[src/rtl/sslms_pkg.sv]
package sslms_pkg;
  localparam int NUM_COEF = 3;
  typedef enum int {
    IDX_GAIN  = 0,
    IDX_PHASE = 1,
    IDX_OFS   = 2
  } coef_idx_e;
endpackage

[src/rtl/sslms_coef.sv]
module sslms_coef #(
  parameter int W = 11
) (
  input  logic         clk,
  input  logic         rst_n,
  input  logic         upd_en,
  input  logic         dir_dn,
  output logic [W-1:0] coef_o
);
  localparam logic [W-1:0] MID  = W'(1) << (W - 1);
  localparam logic [W-1:0] MAXV = {W{1'b1}};

  logic [W-1:0] coef_q, coef_d;

  always_comb begin
    coef_d = coef_q;
    if (upd_en) begin
      if (dir_dn) begin
        if (coef_q != '0) coef_d = coef_q - W'(1);
      end else begin
        if (coef_q != MAXV) coef_d = coef_q + W'(1);
      end
    end
  end

  always_ff @(posedge clk or negedge rst_n) begin
    if (!rst_n) coef_q <= MID;
    else if (upd_en) coef_q <= coef_d;
  end

  assign coef_o = coef_q;


  hold_when_idle_chk: assert property (@(posedge clk) disable iff (!rst_n)
    !upd_en |=> $stable(coef_q));

  sat_top_chk: assert property (@(posedge clk) disable iff (!rst_n)
    (upd_en && !dir_dn && coef_q == MAXV) |=> coef_q == MAXV);

  sat_bottom_chk: assert property (@(posedge clk) disable iff (!rst_n)
    (upd_en && dir_dn && coef_q == '0) |=> coef_q == '0);

  single_step_chk: assert property (@(posedge clk) disable iff (!rst_n)
    (upd_en && coef_q != MAXV && coef_q != '0) |=>
      (coef_q == $past(coef_q) + W'(1) || coef_q == $past(coef_q) - W'(1)));
endmodule

[src/rtl/sslms_seg_dec.sv]
module sslms_seg_dec #(
  parameter int W      = 11,
  parameter int FINE_W = 5
) (
  input  logic [W-1:0]               code_i,
  output logic [(1<<(W-FINE_W))-1:0] seg_o,
  output logic [(1<<FINE_W)-1:0]     sub_o
);
  localparam int COARSE_W = W - FINE_W;
  localparam int SEG_N    = 1 << COARSE_W;
  localparam int SUB_N    = 1 << FINE_W;

  logic [COARSE_W-1:0] seg_idx;
  logic [FINE_W-1:0]   sub_idx;

  assign seg_idx = code_i[W-1:FINE_W];
  assign sub_idx = code_i[FINE_W-1:0];

  for (genvar g = 0; g < SEG_N; g++) begin : g_seg
    assign seg_o[g] = (seg_idx == COARSE_W'(g));
  end
  for (genvar h = 0; h < SUB_N; h++) begin : g_sub
    assign sub_o[h] = (sub_idx == FINE_W'(h));
  end
endmodule

[src/rtl/sslms_cal_engine.sv]
module sslms_cal_engine
  import sslms_pkg::*;
#(
  parameter int W      = 11,
  parameter int FINE_W = 5
) (
  input  logic                        clk,
  input  logic                        rst_n,
  input  logic                        cal_en,
  input  logic                        upd_stb,
  input  logic                        err_sgn,
  input  logic                        x1_sgn,
  input  logic                        x2_sgn,
  output logic [W-1:0]                gain_code,
  output logic [W-1:0]                phase_code,
  output logic [W-1:0]                ofs_code,
  output logic [(1<<(W-FINE_W))-1:0]  gain_seg,
  output logic [(1<<FINE_W)-1:0]      gain_sub,
  output logic [(1<<(W-FINE_W))-1:0]  phase_seg,
  output logic [(1<<FINE_W)-1:0]      phase_sub,
  output logic [(1<<(W-FINE_W))-1:0]  ofs_seg,
  output logic [(1<<FINE_W)-1:0]      ofs_sub
);
  localparam int SEG_N = 1 << (W - FINE_W);
  localparam int SUB_N = 1 << FINE_W;

  logic rst_meta_q, rst_sync_q;

  always_ff @(posedge clk or negedge rst_n) begin
    if (!rst_n) begin
      rst_meta_q <= 1'b0;
      rst_sync_q <= 1'b0;
    end else begin
      rst_meta_q <= 1'b1;
      rst_sync_q <= rst_meta_q;
    end
  end

  logic                upd_en;
  logic [NUM_COEF-1:0] reg_sgn;
  logic [W-1:0]        code_a [NUM_COEF];
  logic [SEG_N-1:0]    seg_a  [NUM_COEF];
  logic [SUB_N-1:0]    sub_a  [NUM_COEF];

  assign upd_en = cal_en & upd_stb;

  always_comb begin
    reg_sgn           = '0;
    reg_sgn[IDX_GAIN]  = x1_sgn;
    reg_sgn[IDX_PHASE] = x2_sgn;
    reg_sgn[IDX_OFS]   = 1'b0;
  end

  for (genvar k = 0; k < NUM_COEF; k++) begin : g_coef
    logic dir_dn;
    assign dir_dn = err_sgn ^ reg_sgn[k];

    sslms_coef #(.W(W)) u_coef (
      .clk    (clk),
      .rst_n  (rst_sync_q),
      .upd_en (upd_en),
      .dir_dn (dir_dn),
      .coef_o (code_a[k])
    );

    sslms_seg_dec #(.W(W), .FINE_W(FINE_W)) u_dec (
      .code_i (code_a[k]),
      .seg_o  (seg_a[k]),
      .sub_o  (sub_a[k])
    );
  end

  assign gain_code  = code_a[IDX_GAIN];
  assign phase_code = code_a[IDX_PHASE];
  assign ofs_code   = code_a[IDX_OFS];
  assign gain_seg   = seg_a[IDX_GAIN];
  assign gain_sub   = sub_a[IDX_GAIN];
  assign phase_seg  = seg_a[IDX_PHASE];
  assign phase_sub  = sub_a[IDX_PHASE];
  assign ofs_seg    = seg_a[IDX_OFS];
  assign ofs_sub    = sub_a[IDX_OFS];


  gain_seg_onehot_chk: assert property (@(posedge clk) disable iff (!rst_sync_q)
    $countones(gain_seg) == 1 && $countones(gain_sub) == 1);

  ofs_seg_onehot_chk: assert property (@(posedge clk) disable iff (!rst_sync_q)
    $countones(ofs_seg) == 1 && $countones(ofs_sub) == 1);

  ofs_follows_err_chk: assert property (@(posedge clk) disable iff (!rst_sync_q)
    (upd_en && !err_sgn && ofs_code != {W{1'b1}}) |=> ofs_code == $past(ofs_code) + W'(1));
endmodule

[config.mk]
export PLATFORM = sky130hd
export DESIGN_NAME = sslms_cal_engine
export DESIGN_NICKNAME = d
export VERILOG_FILES = /design/src/rtl/sslms_pkg.sv /design/src/rtl/sslms_coef.sv /design/src/rtl/sslms_seg_dec.sv /design/src/rtl/sslms_cal_engine.sv
export SDC_FILE = /design/constraint.sdc
export NUM_CORES = 1
export LEC_CHECK = 0
export CORE_AREA = 2 2 127 129
export DETAILED_ROUTE_END_ITERATION = 12
export DIE_AREA = 0 0 129 131
export PLACE_DENSITY = 0.79
export SYNTH_ARGS = -nofsm -noshare
export SYNTH_HDL_FRONTEND = slang
export SYNTH_HIERARCHICAL = 1
export SYNTH_SLANG_ARGS = --single-unit
[constraint.sdc]
create_clock -name clk -period 1.48 [get_ports clk]
set_input_delay 0.37 -clock clk [delete_from_list [all_inputs] [get_ports clk]]
set_output_delay 0.37 -clock clk [all_outputs]
set_load 0.02 [all_outputs]
==> results.cfg, run 1 <==
[status]
status = did not finish
stop_stage = 5_1_grt
error = [ERROR DPL-0038] Utilization greater than 100%, impossible to legalize

[synthesis]
postSynthRegisterBits = 35
synthesis.instances = 738
synth.largest_area_cell = sky130_fd_sc_hd__nor2_1
synthDominantCellAreaShare_pct = 22.29
ys_seq_area_share_pct = 17.95
postSynth.asyncResetShare_pct = 100.0
ys_dominant_reg_cell = sky130_fd_sc_hd__dfrtp_1
synth.lib_cells_used.distinct = 42
synth_area_per_cell_um2 = 6.641
yosysWarnings = 6
synth.top_cells.by_area = sky130_fd_sc_hd__nor2_1, sky130_fd_sc_hd__dfrtp_1, sky130_fd_sc_hd__ha_1
synthesis.nets = 775
synth_edf_count = 0
syn-cell-area_um2 = 4901

[clocking]
root_buffer = sky130_fd_sc_hd__clkbuf_16
clock_tree.buffer_depth = 2
ctsHoldBuffers = 0
clkSinkCount = 35
numCtsBuffers = 5
deepest_level_of_the_cts_h_tree = 2

[placed_design]
pre_cts_ws_ps = -1343
io_buffers = 327
globalplace.congestion = 0.8930
dpl.hpwl_mm = 18.68

[floorplanning]
placement_rows = 46
pin_count = 328
chipWidth_um = 129
y_dimension_of_the_die_um = 131
initial_core_util_pct = 31.42

[grt]
grt_max_degree = 23

[sta]
worst-ep-kind = register input
worstEndpointGrtRepair = g_coef[0].u_coef/coef_o[10]$_DFFE_PN1P_/D
[cell usage after synthesis (6+ instances only)]
master                      count
sky130_fd_sc_hd__nor3_1        12
sky130_fd_sc_hd__nand2b_1      12
sky130_fd_sc_hd__or3b_2         9
sky130_fd_sc_hd__o21a_1        12
sky130_fd_sc_hd__xnor2_1        9
sky130_fd_sc_hd__nor2_1       291
sky130_fd_sc_hd__o31ai_1        9
sky130_fd_sc_hd__o21ai_0       21
sky130_fd_sc_hd__clkbuf_1      39
sky130_fd_sc_hd__nor4_1         6
sky130_fd_sc_hd__a21o_1        24
sky130_fd_sc_hd__ha_1          27
sky130_fd_sc_hd__a21oi_1       18
sky130_fd_sc_hd__buf_6          6
sky130_fd_sc_hd__or2_2          6
sky130_fd_sc_hd__nand4_1       15
sky130_fd_sc_hd__nand2_1       51
sky130_fd_sc_hd__or4b_1        12
sky130_fd_sc_hd__nand4b_1      15
sky130_fd_sc_hd__dfrtp_1       32
sky130_fd_sc_hd__and3_1         9
sky130_fd_sc_hd__nand4bb_1     18
sky130_fd_sc_hd__nand3_1        6
sky130_fd_sc_hd__nand3b_1       9
sky130_fd_sc_hd__xor2_1        14
sky130_fd_sc_hd__inv_1         12
[kinds of logic after synthesis]
family | synth area share, %
fa+ha+maj | 8.118
flops | 17.95
simple gates | 48.76
compound gates | 15.39
other cells | 0.07652
xor+xnor | 4.110
buf+inv | 5.591
[metrics by stage]
| stage | utilization, % | area, um2 | setup TNS [ps] | std cells |
|---|---|---|---|---|
| floorplan | - | 8010 | -67420 | 738 |
| global placement | 81.53 | 12720 | -200550 | 1443 |
| detailed placement | 81.53 | 12720 | -206820 | 1443 |
| CTS | 93.53 | 14590 | -152360 | 1595 |
[repair_timing]
action,in CTS
cloned,4
pin swaps,109
setup endpoints to repair,353
hold endpoints to repair,0
setup buffers,144
gates resized for setup,1786
==> run 2: changes to the inputs <==
CORE_AREA = 2 2 126 128   (was 2 2 127 129)
DIE_AREA = 0 0 128 130   (was 0 0 129 131)
PLACE_DENSITY = default   (was 0.79)
PLACE_DENSITY_LB_ADDON = 0.15   (was default)
clock period = 1.9 ns   (was 1.48 ns; I/O delays follow)
==> run 2 against run 1 <==
  * The flow now finishes, with violations (setup timing)
  * Synthesized cell count did not move
  * Area after synthesis unchanged
==> results.cfg, run 2 <==
[grt]
globalRouteTotalUtil_pct = 24.87
number_of_global_route_vias_before_repair = 6782
antenna_violations_before_repair = 0
wire_length_of_the_first_global_routing_pass_mm = 34.71
grt.overflow.total = 0
grt_max_degree = 34

[synthesis]
ys_seq_area_share_pct = 17.95
synthesis.nets = 775
syn-cell-area_um2 = 4901
synth.largest_area_cell = sky130_fd_sc_hd__nor2_1
synthesis.instances = 738
ys_dominant_reg_cell = sky130_fd_sc_hd__dfrtp_1
synth.lib_cells_used.distinct = 42
synth_area_per_cell_um2 = 6.641
postSynthRegisterBits = 35
synth_xor_xnor_area_share_pct = 4.110
yosys.cell_count.top_type = sky130_fd_sc_hd__nor2_1
synthDominantCellAreaShare_pct = 22.29
main_combinational_cell_family_by_area_after_synthesis = simple AND/OR/NAND/NOR gates
synth.top_cells.by_area = sky130_fd_sc_hd__nor2_1, sky130_fd_sc_hd__dfrtp_1, sky130_fd_sc_hd__ha_1
yosysWarnings = 6
synth-simple-area-share_pct = 48.76
synth_fa_ha_area_share_pct = 8.118
synth.mux.area_fraction_pct = 0
synth_common_cells = sky130_fd_sc_hd__nor2_1, sky130_fd_sc_hd__nand2_1, sky130_fd_sc_hd__clkbuf_1
postSynth.asyncResetShare_pct = 100.0
synth_edf_count = 0
synth_compound_area_share_pct = 15.39

[setup_path]
worst_path_max_delay_cell = sky130_fd_sc_hd__or4b_4
worst-endpoint-arrival_ps = 1800
crit_family = simple AND/OR/NAND/NOR gates
reg_to_reg_startpoint = g_coef[2].u_coef/coef_o[7]
critPathRequiredTime_ps = 1420
critPathMaxStageDelay_ps = 600
critPathBufInv = 2
end_kind = output port
reg2regPathDepth = 9
critPathMaxFanout = 5
setup.worst_path.start = g_coef[2].u_coef/coef_o[8]
critical_path_depth = 4
start_kind = flop
setup.worst_path.class = flop to output port
crit_path_cell_trace = buf_4 -> or4b_4 -> nor2_4 -> buf_6

[worst_hold_path]
hold_wc_path_type = flop to asynchronous set/reset pin

[layout]
layout.nets = 1348
fill_cells = 766
mostFrequentLayoutCells = sky130_fd_sc_hd__buf_4, sky130_fd_sc_hd__buf_6, sky130_fd_sc_hd__nor2_4
insertedDiodeCount = 0
largest_register_ffs = 33
drive_gt1_share_pct = 71.49
mostFrequentLayoutCell = sky130_fd_sc_hd__buf_4
post_layout_nonfiller_instances = 1504
finalCoreUtilization_pct = 85.90
area_delta_synth_final_pct = 170.4

[sta]
rsz_0062_raised_after_global_routing = yes
finalSetupViolCount = 284
finalClockSkew_ps = 13.10
final_hold_viol_count = 0
period_share_pct = 119.9
finalCriticalPeriod_ps = 2278
fmaxAchievable_mhz = 438.9
drv_slew = 0
postLayoutSetupSlackWorst_ps = -378.2

[pwr]
leakage_nw = 5.766
vdd_ir_drop_max_uv = 1404
p_total_w = 0.02106
power.density_nw_per_um2 = 1590

[detailed_routing]
vias_per_cell = 5.338
overall_routed_net_length_mm = 28.29
drt_pass1_iterations = 5
drt-wirelength-per-cell_um = 18.81
detail-route-antenna-nets = 0
remaining_drc_errors = 0
detailroute.via_count = 8029
drtIter0Drc = 279

[clocking]
clock_tree.buffer_depth = 2
clkSinkCount = 35
ctsHoldBuffers = 0
cts_tree = yes
clock_latency_ps = 280
numCtsBuffers = 5
root_buffer = sky130_fd_sc_hd__clkbuf_16
worst_path_clk_slew_ps = 70
deepest_level_of_the_cts_h_tree = 2

[placed_design]
io_buffers = 327
placed_cells_incl_taps = 1379
dpl.hpwl_mm = 15.65
globalplace.congestion = 0.8632

[status]
failed_checks = setup timing
status = complete, but fails checks

[floorplanning]
placement_rows = 46
chipWidth_um = 128
y_dimension_of_the_die_um = 130
core_area_um2 = 15420
floorplan.die_area_um2 = 16640
initial_core_util_pct = 31.77
pin_count = 328

[run]
maxCapViolCount = 0
==> run 2: cell counts after synthesis <==
Identical to the previous run, type by type.
==> run 2: cell type report <==
type | instances | area [um2] | area share (%)
Clock buffer | 5 | 125.1 | 0.9443
Clock inverter | 3 | 43.79 | 0.3305
Inverter | 12 | 47.55 | 0.3588
Multi-Input combinational cell | 643 | 5974 | 45.09
Sequential cell | 35 | 908.4 | 6.856
Tap cell | 192 | 240.2 | 1.813
Timing Repair Buffer | 614 | 5911 | 44.61
==> run 2: through the flow <==
stage / setup slack (ps) / instance area [um2] / hold slack, ps / setup TNS [ps]
after floorplan: -356.6 / 5487 / 179.4 / -6211
after global placement: -949.5 / 10180 / 293.4 / -98260
after detailed placement: -963.2 / 10180 / 301.5 / -100870
after CTS: -279.0 / 11140 / 303.8 / -34250
after global routing: -396.1 / 13250 / 340.9 / -54130
final: -378.2 / 13250 / 286.4 / -39750
==> run 2: where the power goes <==
group	switching [W]	internal, W
Clock	0.000357	0.000620
Combinational	0.00955	0.00877
Sequential	0.000603	0.00117
==> run 2: what timing repair did <==
action,CTS,global route
setup buffers,65,63
setup endpoints to repair,341,326
pin swaps,90,160
cloned,1,3
resized for setup,1535,594
==> run 2: worst paths after layout <==
path	to	slack (ps)
max reg2reg	g_coef[2].u_coef/coef_o[10]	-280
min	g_coef[1].u_coef/coef_o[9]	290
max in group asynchronous	g_coef[2].u_coef/coef_o[1]	1240
min reg2reg	g_coef[1].u_coef/coef_o[9]	290
min in group clk	rst_sync_q	350
max	ofs_seg[17]	-380
==> run 2: logic make-up after synthesis <==
group | count (synthesis)
and+or+nand+nor | 487
AOI/OAI and AO/OA | 102
buffers and inverters | 60
DFF | 35
adders and majority gates | 30
xor gates and xnor gates | 23
other | 1
==> run 2: layer usage <==
layer | routed length (um) | up-vias | global-route usage, %
met2 | 15390 | 324 | 47.44
met4 | 864 | 0 | 5.236
met5 | 0 | - | 0
met3 | 1577 | 68 | 2.542
met1 | 10460 | 3926 | 30.31
li1 | - | 3711 | -
Note: power is estimated with default switching activity, not from simulation.
